<file path="src/rtl/snip_pkg.sv">
package snip_pkg;
  // Which part of a record the serializer is emitting.
  typedef enum logic [1:0] {
    FLD_CHAN = 2'd0,
    FLD_TS   = 2'd1,
    FLD_SAMP = 2'd2
  } rec_field_e;
endpackage

</file>
<file path="src/rtl/snip_chan.sv">
// Per-channel detector: tracks one capture window and produces write strobes.
module snip_chan #(
  parameter int WIN = 40,
  parameter int SW  = 2,
  localparam int IW = $clog2(WIN)
) (
  input  logic          clk,
  input  logic          rst_n,
  input  logic          hit,
  input  logic [7:0]    samp,
  input  logic [7:0]    thresh,
  input  logic          slot_free,
  input  logic [SW-1:0] slot_new,
  output logic          start,
  output logic          done,
  output logic          wr_en,
  output logic [SW-1:0] wr_slot,
  output logic [IW-1:0] wr_idx
);
  localparam logic [IW-1:0] LAST = IW'(WIN - 1);

  logic          busy;
  logic          keep;
  logic [IW-1:0] cnt;
  logic [SW-1:0] slot;

  assign start   = hit & ~busy & (samp > thresh);
  assign done    = hit & busy & keep & (cnt == LAST);
  assign wr_en   = (start & slot_free) | (hit & busy & keep);
  assign wr_slot = busy ? slot : slot_new;
  assign wr_idx  = busy ? cnt : '0;

  always_ff @(posedge clk) begin
    if (!rst_n) begin
      busy <= 1'b0;
      keep <= 1'b0;
      cnt  <= '0;
      slot <= '0;
    end else if (start) begin
      busy <= 1'b1;
      keep <= slot_free;
      cnt  <= IW'(1);
      slot <= slot_new;
    end else if (hit && busy) begin
      if (cnt == LAST) begin
        busy <= 1'b0;
        cnt  <= '0;
      end else begin
        cnt <= cnt + IW'(1);
      end
    end
  end

  // window index never runs past the last sample
  p_cnt_range_r2: assert property (@(posedge clk) disable iff (!rst_n)
    busy |-> (cnt <= LAST));
endmodule

</file>
<file path="src/rtl/snip_pool.sv">
// Record slot pool: sample memory, per-slot header fields, completion queue.
module snip_pool #(
  parameter int NSLOT = 4,
  parameter int WIN   = 40,
  parameter int CHW   = 4,
  parameter int TSW   = 32,
  localparam int SW = $clog2(NSLOT),
  localparam int IW = $clog2(WIN),
  localparam int AW = $clog2(NSLOT * WIN),
  localparam int CW = SW + 1
) (
  input  logic           clk,
  input  logic           rst_n,
  input  logic           alloc,
  input  logic [CHW-1:0] alloc_chan,
  input  logic [TSW-1:0] alloc_ts,
  output logic           free_any,
  output logic [SW-1:0]  free_idx,
  input  logic           wr_en,
  input  logic [SW-1:0]  wr_slot,
  input  logic [IW-1:0]  wr_idx,
  input  logic [7:0]     wr_data,
  input  logic           push,
  input  logic [SW-1:0]  push_slot,
  input  logic           pop,
  output logic           head_valid,
  output logic [CHW-1:0] head_chan,
  output logic [TSW-1:0] head_ts,
  input  logic [IW-1:0]  rd_idx,
  output logic [7:0]     rd_data
);
  logic [NSLOT-1:0] used;
  logic [7:0]       mem   [NSLOT*WIN];
  logic [CHW-1:0]   mchan [NSLOT];
  logic [TSW-1:0]   mts   [NSLOT];
  logic [SW-1:0]    q     [NSLOT];
  logic [SW-1:0]    wp, rp, head_slot;
  logic [CW-1:0]    cnt;

  function automatic logic [AW-1:0] addr(input logic [SW-1:0] s, input logic [IW-1:0] i);
    return AW'(s) * AW'(WIN) + AW'(i);
  endfunction

  function automatic logic [SW-1:0] nxt(input logic [SW-1:0] p);
    return (p == SW'(NSLOT - 1)) ? '0 : p + SW'(1);
  endfunction

  assign free_any = ~&used;
  always_comb begin
    free_idx = '0;
    for (int i = NSLOT - 1; i >= 0; i--)
      if (!used[i]) free_idx = SW'(i);
  end

  assign head_valid = (cnt != '0);
  assign head_slot  = q[rp];
  assign head_chan  = mchan[head_slot];
  assign head_ts    = mts[head_slot];
  assign rd_data    = mem[addr(head_slot, rd_idx)];

  always_ff @(posedge clk) begin
    if (!rst_n) begin
      used <= '0;
      wp   <= '0;
      rp   <= '0;
      cnt  <= '0;
    end else begin
      if (alloc) used[free_idx] <= 1'b1;
      if (pop) begin
        used[head_slot] <= 1'b0;
        rp <= nxt(rp);
      end
      if (push) wp <= nxt(wp);
      cnt <= cnt + CW'(push) - CW'(pop);
    end
  end

  always_ff @(posedge clk) begin
    if (wr_en) mem[addr(wr_slot, wr_idx)] <= wr_data;
    if (alloc) begin
      mchan[free_idx] <= alloc_chan;
      mts[free_idx]   <= alloc_ts;
    end
    if (push) q[wp] <= push_slot;
  end

  // a completing window always finds room in the queue
  p_push_room_r5: assert property (@(posedge clk) disable iff (!rst_n)
    push |-> (cnt < CW'(NSLOT)));
  // a record is only released while one is queued
  p_pop_nonempty_r6: assert property (@(posedge clk) disable iff (!rst_n)
    pop |-> (cnt != '0));
endmodule

</file>
<file path="src/rtl/snip_out.sv">
// Serializes the head record: channel byte, timestamp MSB first, samples.
module snip_out import snip_pkg::*; #(
  parameter int WIN = 40,
  parameter int CHW = 4,
  parameter int TSW = 32,
  localparam int TSB = TSW / 8,
  localparam int REC = 1 + TSB + WIN,
  localparam int BW  = $clog2(REC),
  localparam int IW  = $clog2(WIN)
) (
  input  logic           clk,
  input  logic           rst_n,
  input  logic           head_valid,
  input  logic [CHW-1:0] head_chan,
  input  logic [TSW-1:0] head_ts,
  input  logic [7:0]     rd_data,
  output logic [IW-1:0]  rd_idx,
  output logic           o_valid,
  input  logic           o_ready,
  output logic [7:0]     o_data,
  output logic           o_last,
  output logic           pop
);
  logic [BW-1:0] bidx;
  logic [7:0]    ts_byte;
  rec_field_e    fld;

  always_comb begin
    if (bidx == '0)              fld = FLD_CHAN;
    else if (bidx <= BW'(TSB))   fld = FLD_TS;
    else                         fld = FLD_SAMP;
  end

  always_comb begin
    ts_byte = '0;
    for (int k = 0; k < TSB; k++)
      if (bidx == BW'(k + 1)) ts_byte = head_ts[8*(TSB-1-k) +: 8];
  end

  assign rd_idx  = IW'(bidx - BW'(1 + TSB));
  assign o_valid = head_valid;
  assign o_last  = (bidx == BW'(REC - 1));
  assign pop     = o_valid & o_ready & o_last;

  always_comb begin
    case (fld)
      FLD_CHAN: o_data = 8'(head_chan);
      FLD_TS:   o_data = ts_byte;
      default:  o_data = rd_data;
    endcase
  end

  always_ff @(posedge clk) begin
    if (!rst_n)                bidx <= '0;
    else if (o_valid && o_ready) bidx <= o_last ? '0 : bidx + BW'(1);
  end

  // byte index stays inside one record
  p_idx_bound_r3: assert property (@(posedge clk) disable iff (!rst_n)
    bidx <= BW'(REC - 1));
endmodule

</file>
<file path="src/rtl/spike_snippet.sv">
module spike_snippet #(
  parameter int NCH   = 16,
  parameter int WIN   = 40,
  parameter int NSLOT = 4,
  parameter int TSW   = 32,
  localparam int CHW = $clog2(NCH),
  localparam int SW  = $clog2(NSLOT),
  localparam int IW  = $clog2(WIN)
) (
  input  logic           clk,
  input  logic           rst_n,
  input  logic [7:0]     thresh,
  input  logic           bypass,
  input  logic           in_valid,
  output logic           in_ready,
  input  logic [CHW-1:0] in_chan,
  input  logic [7:0]     in_data,
  output logic           out_valid,
  input  logic           out_ready,
  output logic [7:0]     out_data,
  output logic           out_last,
  output logic           rec_avail,
  output logic           overflow
);
  logic           in_fire;
  logic [NCH-1:0] hit_v, start_v, done_v, wr_v;
  logic [SW-1:0]  wslot_v [NCH];
  logic [IW-1:0]  widx_v  [NCH];
  logic           free_any, alloc, start_sel;
  logic [SW-1:0]  free_idx;
  logic [TSW-1:0] ts;
  logic           head_valid, pop;
  logic [CHW-1:0] head_chan;
  logic [TSW-1:0] head_ts;
  logic [IW-1:0]  rd_idx;
  logic [7:0]     rd_data, rec_data;
  logic           rec_valid, rec_last;

  assign in_ready = bypass ? out_ready : 1'b1;
  assign in_fire  = in_valid & in_ready;

  for (genvar g = 0; g < NCH; g++) begin : g_ch
    assign hit_v[g] = in_fire & ~bypass & (in_chan == CHW'(g));
    snip_chan #(.WIN(WIN), .SW(SW)) u_ch (
      .clk(clk), .rst_n(rst_n), .hit(hit_v[g]), .samp(in_data), .thresh(thresh),
      .slot_free(free_any), .slot_new(free_idx), .start(start_v[g]), .done(done_v[g]),
      .wr_en(wr_v[g]), .wr_slot(wslot_v[g]), .wr_idx(widx_v[g])
    );
  end

  assign start_sel = |start_v;
  assign alloc     = start_sel & free_any;

  always_ff @(posedge clk) begin
    if (!rst_n) begin
      ts       <= '0;
      overflow <= 1'b0;
    end else begin
      if (in_fire && in_chan == CHW'(NCH - 1)) ts <= ts + TSW'(1);
      if (start_sel && !free_any) overflow <= 1'b1;
    end
  end

  snip_pool #(.NSLOT(NSLOT), .WIN(WIN), .CHW(CHW), .TSW(TSW)) u_pool (
    .clk(clk), .rst_n(rst_n), .alloc(alloc), .alloc_chan(in_chan), .alloc_ts(ts),
    .free_any(free_any), .free_idx(free_idx), .wr_en(|wr_v), .wr_slot(wslot_v[in_chan]),
    .wr_idx(widx_v[in_chan]), .wr_data(in_data), .push(|done_v),
    .push_slot(wslot_v[in_chan]), .pop(pop), .head_valid(head_valid),
    .head_chan(head_chan), .head_ts(head_ts), .rd_idx(rd_idx), .rd_data(rd_data)
  );

  snip_out #(.WIN(WIN), .CHW(CHW), .TSW(TSW)) u_out (
    .clk(clk), .rst_n(rst_n), .head_valid(head_valid), .head_chan(head_chan),
    .head_ts(head_ts), .rd_data(rd_data), .rd_idx(rd_idx), .o_valid(rec_valid),
    .o_ready(out_ready & ~bypass), .o_data(rec_data), .o_last(rec_last), .pop(pop)
  );

  assign rec_avail = head_valid;
  assign out_valid = bypass ? in_valid : rec_valid;
  assign out_data  = bypass ? in_data  : rec_data;
  assign out_last  = bypass ? 1'b0     : rec_last;

  // a stalled record byte is held
  p_hold_r6: assert property (@(posedge clk) disable iff (!rst_n || bypass)
    (rec_valid && !out_ready) |=> (rec_valid && $stable(rec_data) && $stable(rec_last)));
  // overflow flag is sticky
  p_ovf_sticky_r7: assert property (@(posedge clk) disable iff (!rst_n)
    overflow |=> overflow);
endmodule

</file>
<file path="config.mk">
export PLATFORM = sky130hd
export DESIGN_NAME = spike_snippet
export DESIGN_NICKNAME = d
export VERILOG_FILES = /design/src/rtl/snip_pkg.sv /design/src/rtl/snip_chan.sv /design/src/rtl/snip_pool.sv /design/src/rtl/snip_out.sv /design/src/rtl/spike_snippet.sv
export SDC_FILE = /design/constraint.sdc
export NUM_CORES = 2
export LEC_CHECK = 0
export BUFFER_PORTS_ARGS = -buffer_cell sky130_fd_sc_hd__buf_2
export CAP_MARGIN = 20
export CORE_MARGIN = 2
export CORE_UTILIZATION = 45
export DETAILED_ROUTE_END_ITERATION = 10
export GPL_TIMING_DRIVEN = 0
export SKIP_LAST_GASP = 1
export SLEW_MARGIN = 20
export SYNTH_ARGS = -nofsm -noshare
export SYNTH_HDL_FRONTEND = slang
export SYNTH_SLANG_ARGS = --single-unit
</file>
<file path="constraint.sdc">
create_clock -name clk -period 15.71 [get_ports clk]
set_input_delay 3.9275 -clock clk [delete_from_list [all_inputs] [get_ports clk]]
set_output_delay 3.9275 -clock clk [all_outputs]
set_load 0.1 [all_outputs]
</file>
; ---- After elaboration in Yosys (flattened, before gate mapping)
; Memory sizes are Yosys's and may differ from the RTL's. A register that Yosys moved wholly into a read port is not among the register bits.
; Index checks and enable logic that the tools add are counted.
[word_totals]
ramBits = 1432
input_bits = 25
ff_bits = 210
mem_count = 4
[classes]
bitwise_logic = 156
n_mul = 2
add_sub_neg = 25
mux = 167
magnitude_cmp = 7
n_reduce_logical = 94
eq_ne = 39
[mem_list]
columns = name, depth, width, read_ports, rd_clocked_by_memory_dff, write_ports, line
row1 = u_pool.mem, 160, 8, 1, 0, 1, snip_pool.sv:33  ; logic [7:0] mem [NSLOT*WIN];
row2 = u_pool.mts, 4, 32, 1, 0, 1, snip_pool.sv:35  ; logic [TSW-1:0] mts [NSLOT];
row3 = u_pool.mchan, 4, 4, 1, 0, 1, snip_pool.sv:34  ; logic [CHW-1:0] mchan [NSLOT];
row4 = u_pool.q, 4, 2, 1, 1, 1, snip_pool.sv:36  ; logic [SW-1:0] q [NSLOT];
[op_table]
columns = operator, n
row1 = $mux 6, 35
row2 = $and 1x1->1, 118
row3 = $add 6x1->6 const B, 17
row4 = $eq 6x6->1 const B, 17
row5 = $mux 1, 91
row6 = $reduce_bool 2->1, 32
row7 = $mux 2, 28
row8 = $reduce_or 16->1, 3
row9 = $mux 8, 5
row10 = $add 32x1->32 const B, 1
row11 = $eq 4x4->1 const B, 8
row12 = $reduce_and 2->1, 16
row13 = $reduce_or 2->1, 16
row14 = $bmux 6 s4, 1
row15 = $logic_and 1x1->1, 21
row16 = $not 1->1, 18
row17 = $add 8x6->8, 2
row18 = $eq 4x3->1 const B, 4
row19 = $or 1x1->1, 16
row20 = $pmux 8 s2, 1
row21 = $eq 6x2->1 const B, 2
row22 = $mux 4, 3
row23 = $mul 2x3->5 const B, 2
row24 = $bmux 2 s4, 1
row25 = other kinds (26), 32

; ---- Longest topological paths before layout
[logic_depth]
ltp_word = 13
depth_mapped = 21

; ---- Hierarchy
; From an unflattened synthesis, not the netlist that was laid out.
[unflattened]
hier_cells = 4419
hier_area_um2 = 72241.8
[by_module_without_submodules]
columns = mod, instances, area_each_um2, cells_each, seq_area_each_um2
row1 = snip_pool, 1, 55627.1, 2473, 43261.5
row2 = snip_chan, 16, 793.3, 94, 200.2
row3 = spike_snippet, 1, 3011.6, 310, 660.6
row4 = snip_out, 1, 910.9, 132, 120.1

; ---- Least setup slack after synthesis
; OpenSTA, ideal clock, no wires.
[synth_timing]
path_type = input to output
start = in bypass
end = out out_data[6]
t_required_ps = 11783
path_stages = 5
setup_slack_ps = 5111
arrival_ps = 6672
path_cell_list = buf_2 nor2_1 nand2_1 a221o_1 o21ai_0
[synth_between]
elab_chain_cells = 1
[synth_rtl]
columns = item, line
row1 = "start, declared", spike_snippet.sv:13  ; input logic bypass,
row2 = $mux 8, spike_snippet.sv:80  ; assign out_data = bypass ? in_data : rec_data;
row3 = "end, declared", spike_snippet.sv:20  ; output logic [7:0] out_data,
; Every way passes these cells.

; ---- Worst setup path in the final report
[layout_timing]
start = reg u_out.bidx[0]
end = out out_data[1]
[layout_between]
elab_chain_cells = 7
[layout_rtl]
columns = item, line
row1 = "start, declared", snip_out.sv:24  ; logic [BW-1:0] bidx;
row2 = "start signal, assigned", snip_out.sv:55  ; else if (o_valid && o_ready) bidx <= o_last ? '0 : bidx + BW'(1);
row3 = branches (longest 5 deep; another with $add 8x6->8), --
row4 = $pmux 8 s2 *, snip_out.sv:46  ; case (fld)
row5 = $mux 8 *, spike_snippet.sv:80
; Mark *: on every way between the ends.

==> impl_metrics.yaml <==
setup_path:
  startpoint_type: "flip-flop"
  r2r_start: "g_ch[13].u_ch.busy$_SDFFE_PN0P_"
  critPathLaunch: "u_out.bidx[0]$_SDFFE_PN0P_"
  critPathRequiredTime_ns: 11.78
  crit_buf_inv: 7
  crit_type: "flip-flop to output port"
  reg2reg_depth: 14
  slowest_stage: "clkbuf_1"
  cp_slowest_stage_delay_ns: 0.90
  critPathMaxFanout: 10
  crit_top_cell: "clkbuf_1"
  r2r_end: "u_pool.mem[23][5]$_DFFE_PP_"
  critical_path.top_delay_family: "buffers and inverters"
  worst-path-stages: 19
  crit_chain: "clkbuf_1 > buf_2 > buf_2 > clkbuf_1 > clkbuf_1 > o21ai_0 > xor2_1 > ha_1 > fa_1 > xor2_1 > and2_0 > nand2_1 > clkbuf_1 > o22ai_1 > nor4_1 > a221oi_1 > nand3_1 > a2bb2oi_1 > buf_2"
  cp.arrival_ns: 10.68
  r2r_slack_ns: 10.38
  cp-end-kind: "output port"
global_route:
  grt_usage_pct: 26.7
  overflow: 0
  grt_pass1_wl_mm: 297
  grt_antenna_before_repair: 6
  grt_pass1_vias: 40300
  grt_start_max_net_pins: 124
worst_hold_path:
  hold_end: "g_ch[4].u_ch.slot[1]$_SDFFE_PN0P_"
  hold_path.startpoint: "g_ch[4].u_ch.slot[1]$_SDFFE_PN0P_"
  hold_class: "flip-flop to flip-flop"
  worst_hold_path.num_cells: 2
timing:
  tns_ns: 0
  finalClockSkew_ns: 0.0534
  max_slew.worst_pin.slew_ns: 1.27
  max_freq_mhz: 68.4
  rsz0062_at_grt: "false"
  hold_viol_final: 0
  post-route-min-period_ns: 14.61
  fin_ws_ns: 1.10
  holdWs_ns: 0.465
  drv_slew: 0
  setup_viol: 0
  min_period_over_period_pct: 93.0
  max_slew_margin_pct: 14.9
logic_synthesis:
  synth-main-ff-cell: "edfxtp_1"
  syn-cell-area_sq_um: 68800
  yosysTopAreaCellShare_pct: 62.5
  netlist_top_cells_area: "edfxtp_1 63%, mux4_2 10%, dfxtp_1 6.2%"
  synth_enable_flop_cells: 1432
  synth_seq_cells: 1644
  synthesis.nets: 4341
  ys_warn_count: 0
  syn-instance-count: 4271
  async_flop_share_pct: 0
  syn_avg_cell_area_sq_um: 16.1
  synth_cell_types: 88
  synth_top_area_cell: "edfxtp_1"
  seq_area_frac_synth_pct: 68.7
die:
  rows: 143
  core_sq_um: 152000
  die_height_um: 395
  die_area_sq_um: 156000
  io-pin-count: 38
  initial_utilization_pct: 45.3
  die_w_um: 395
outcome:
  run_status: "completed"
clock_network:
  hold_buffers: 0
  clkTransAtPathRegs_ns: 0.06
  cts_setup_buffers: 0
  cts_sinks: 1644
  htree_num_levels: 4
  tritoncts: "done"
  clk_latency_ns: 0.82
  clock-root-buffer: "clkbuf_16"
  ctsResizeCount: 0
  cts_buffers: 171
  clk_path_buf_depth: 3
placement:
  port_buffers: 37
  place_ws_ns: 2.42
  place_congestion: 0.981
  dpl.hpwl_mm: 144
  dp.cells: 6386
detailed_routing:
  dr_total_vias: 41800
  first_pass_iters: 7
  drc: 0
  via_per_inst: 6.24
  routed_wl_mm: 209
  ant_nets: 0
  drt_iter0_drc: 5765
  wl_per_cell_um: 31.2
cells_and_area:
  layout_commonest_cell: "edfxtp_1"
  nets: 4600
  drive_above_1_share_pct: 20.9
  finish.utilization_pct: 51.4
  fin_cells: 6697
  layout_common_cells: "1432 x edfxtp_1, 355 x nand2_1, 315 x mux4_2, 212 x dfxtp_1, 182 x clkbuf_1"
  synthToLayoutAreaGrowth_pct: 13.5
pwr:
  p_per_area_nw_per_um2: 116
  ir_worst_vdd_uv: 123
  p_leak_uw: 0.0242
job:
  max_cap_viol_count: 0
tightest hold or removal path: cells and delay by family, from the launching register on:
family          cells  cell delay [ns]
compound gates      1             0.06
simple gates        1             0.05
flops               1             0.31
where the power goes:
part	leakage, uW	total [uW]	internal [uW]	switching (uW)
sequential	0.0147	4750	4740	2.79
combinational	0.00680	282	52.5	230
clock	0.00266	3990	2300	1690
total	0.0242	9020	7100	1930
sequential cells by signal (all words and copies together), names as in the netlist, 3 cells and up, named ones only:
name and cells:
g_ch.u_ch.cnt 96, u_pool.used 4, u_out.bidx 6, u_pool.mchan 16, g_ch.u_ch.busy 16, g_ch.u_ch.keep 16, u_pool.mts 128, u_pool.cnt 3
g_ch.u_ch.slot 32, u_pool.q 8, ts 32, u_pool.mem 1280
worst max-delay path by stage:
| stage | endpoint |
|---|---|
| finish | out_data[1] |
| global route | out_data[1] |
| CTS | out_data[1] |
| detailed placement | out_data[1] |
| global placement | u_pool.mts[3][25]$_DFFE_PP_ |
| floorplan | out_data[6] |
routing by layer:
layer  global-route usage [%]  routed length (um)  vias to the layer above
met5                        0                   0                        -
met4                     8.96                7410                        0
met3                     6.10               21500                      386
met2                     40.2               93700                     2393
met1                     38.3               86500                    21600
li1                         -                   -                    17400
through the flow:
step | instance area (sq um) | power [uW]
after CTS | 78100 | 9050
after global placement | 71500 | 5100
after global routing | 78100 | 9230
after detailed placement | 72600 | 5110
after floorplan | 68800 | 4960
final | 78100 | 9020
cells by family after synthesis:
family          after synthesis  share of synthesized area (%)
mux                         471                           12.6
fa+ha+maj                    45                          0.852
simple gates               1237                           9.73
xor+xnor                     93                           1.18
flops                      1644                           68.7
compound gates              473                           4.87
buf+inv                     308                           2.04
area by class of cell:
type / instances / area (sq um)
Antenna cell: 3 / 7.51
Buffer: 269 / 1280
Sequential cell: 1644 / 47200
Multi-Input combinational cell: 2319 / 20600
Inverter: 39 / 146
Clock inverter: 73 / 671
Tap cell: 2030 / 2540
Timing Repair Buffer: 86 / 851
Clock buffer: 234 / 4770
Fill cell: 12400 / 73800
synth_stat cells, drive strengths merged (7+ instances only):
cell / n
and4: 12
a22oi: 14
nor3b: 12
a311oi: 20
o211a: 12
nor4: 16
nor2: 185
xor2: 56
or2: 8
a32oi: 16
o211ai: 18
nor3: 209
o2111ai: 11
edfxtp: 1432
o21ai: 101
buf: 127
a21oi: 61
dfxtp: 212
a21boi: 25
nand3: 155
nand3b: 14
nand2b: 29
nand2: 355
mux4: 315
ha: 42
o311a: 7
a221oi: 24
a22o: 11
and3: 29
or3: 17
o22ai: 37
clkbuf: 142
inv: 38
a31oi: 18
o221ai: 15
mux2i: 149
xnor2: 37
o32ai: 13
o21a: 22
and2: 43
or4: 9
mux2: 7
nand4: 77
nor2b: 50
a211oi: 17
No activity file was read; power rests on OpenSTA's default activity.
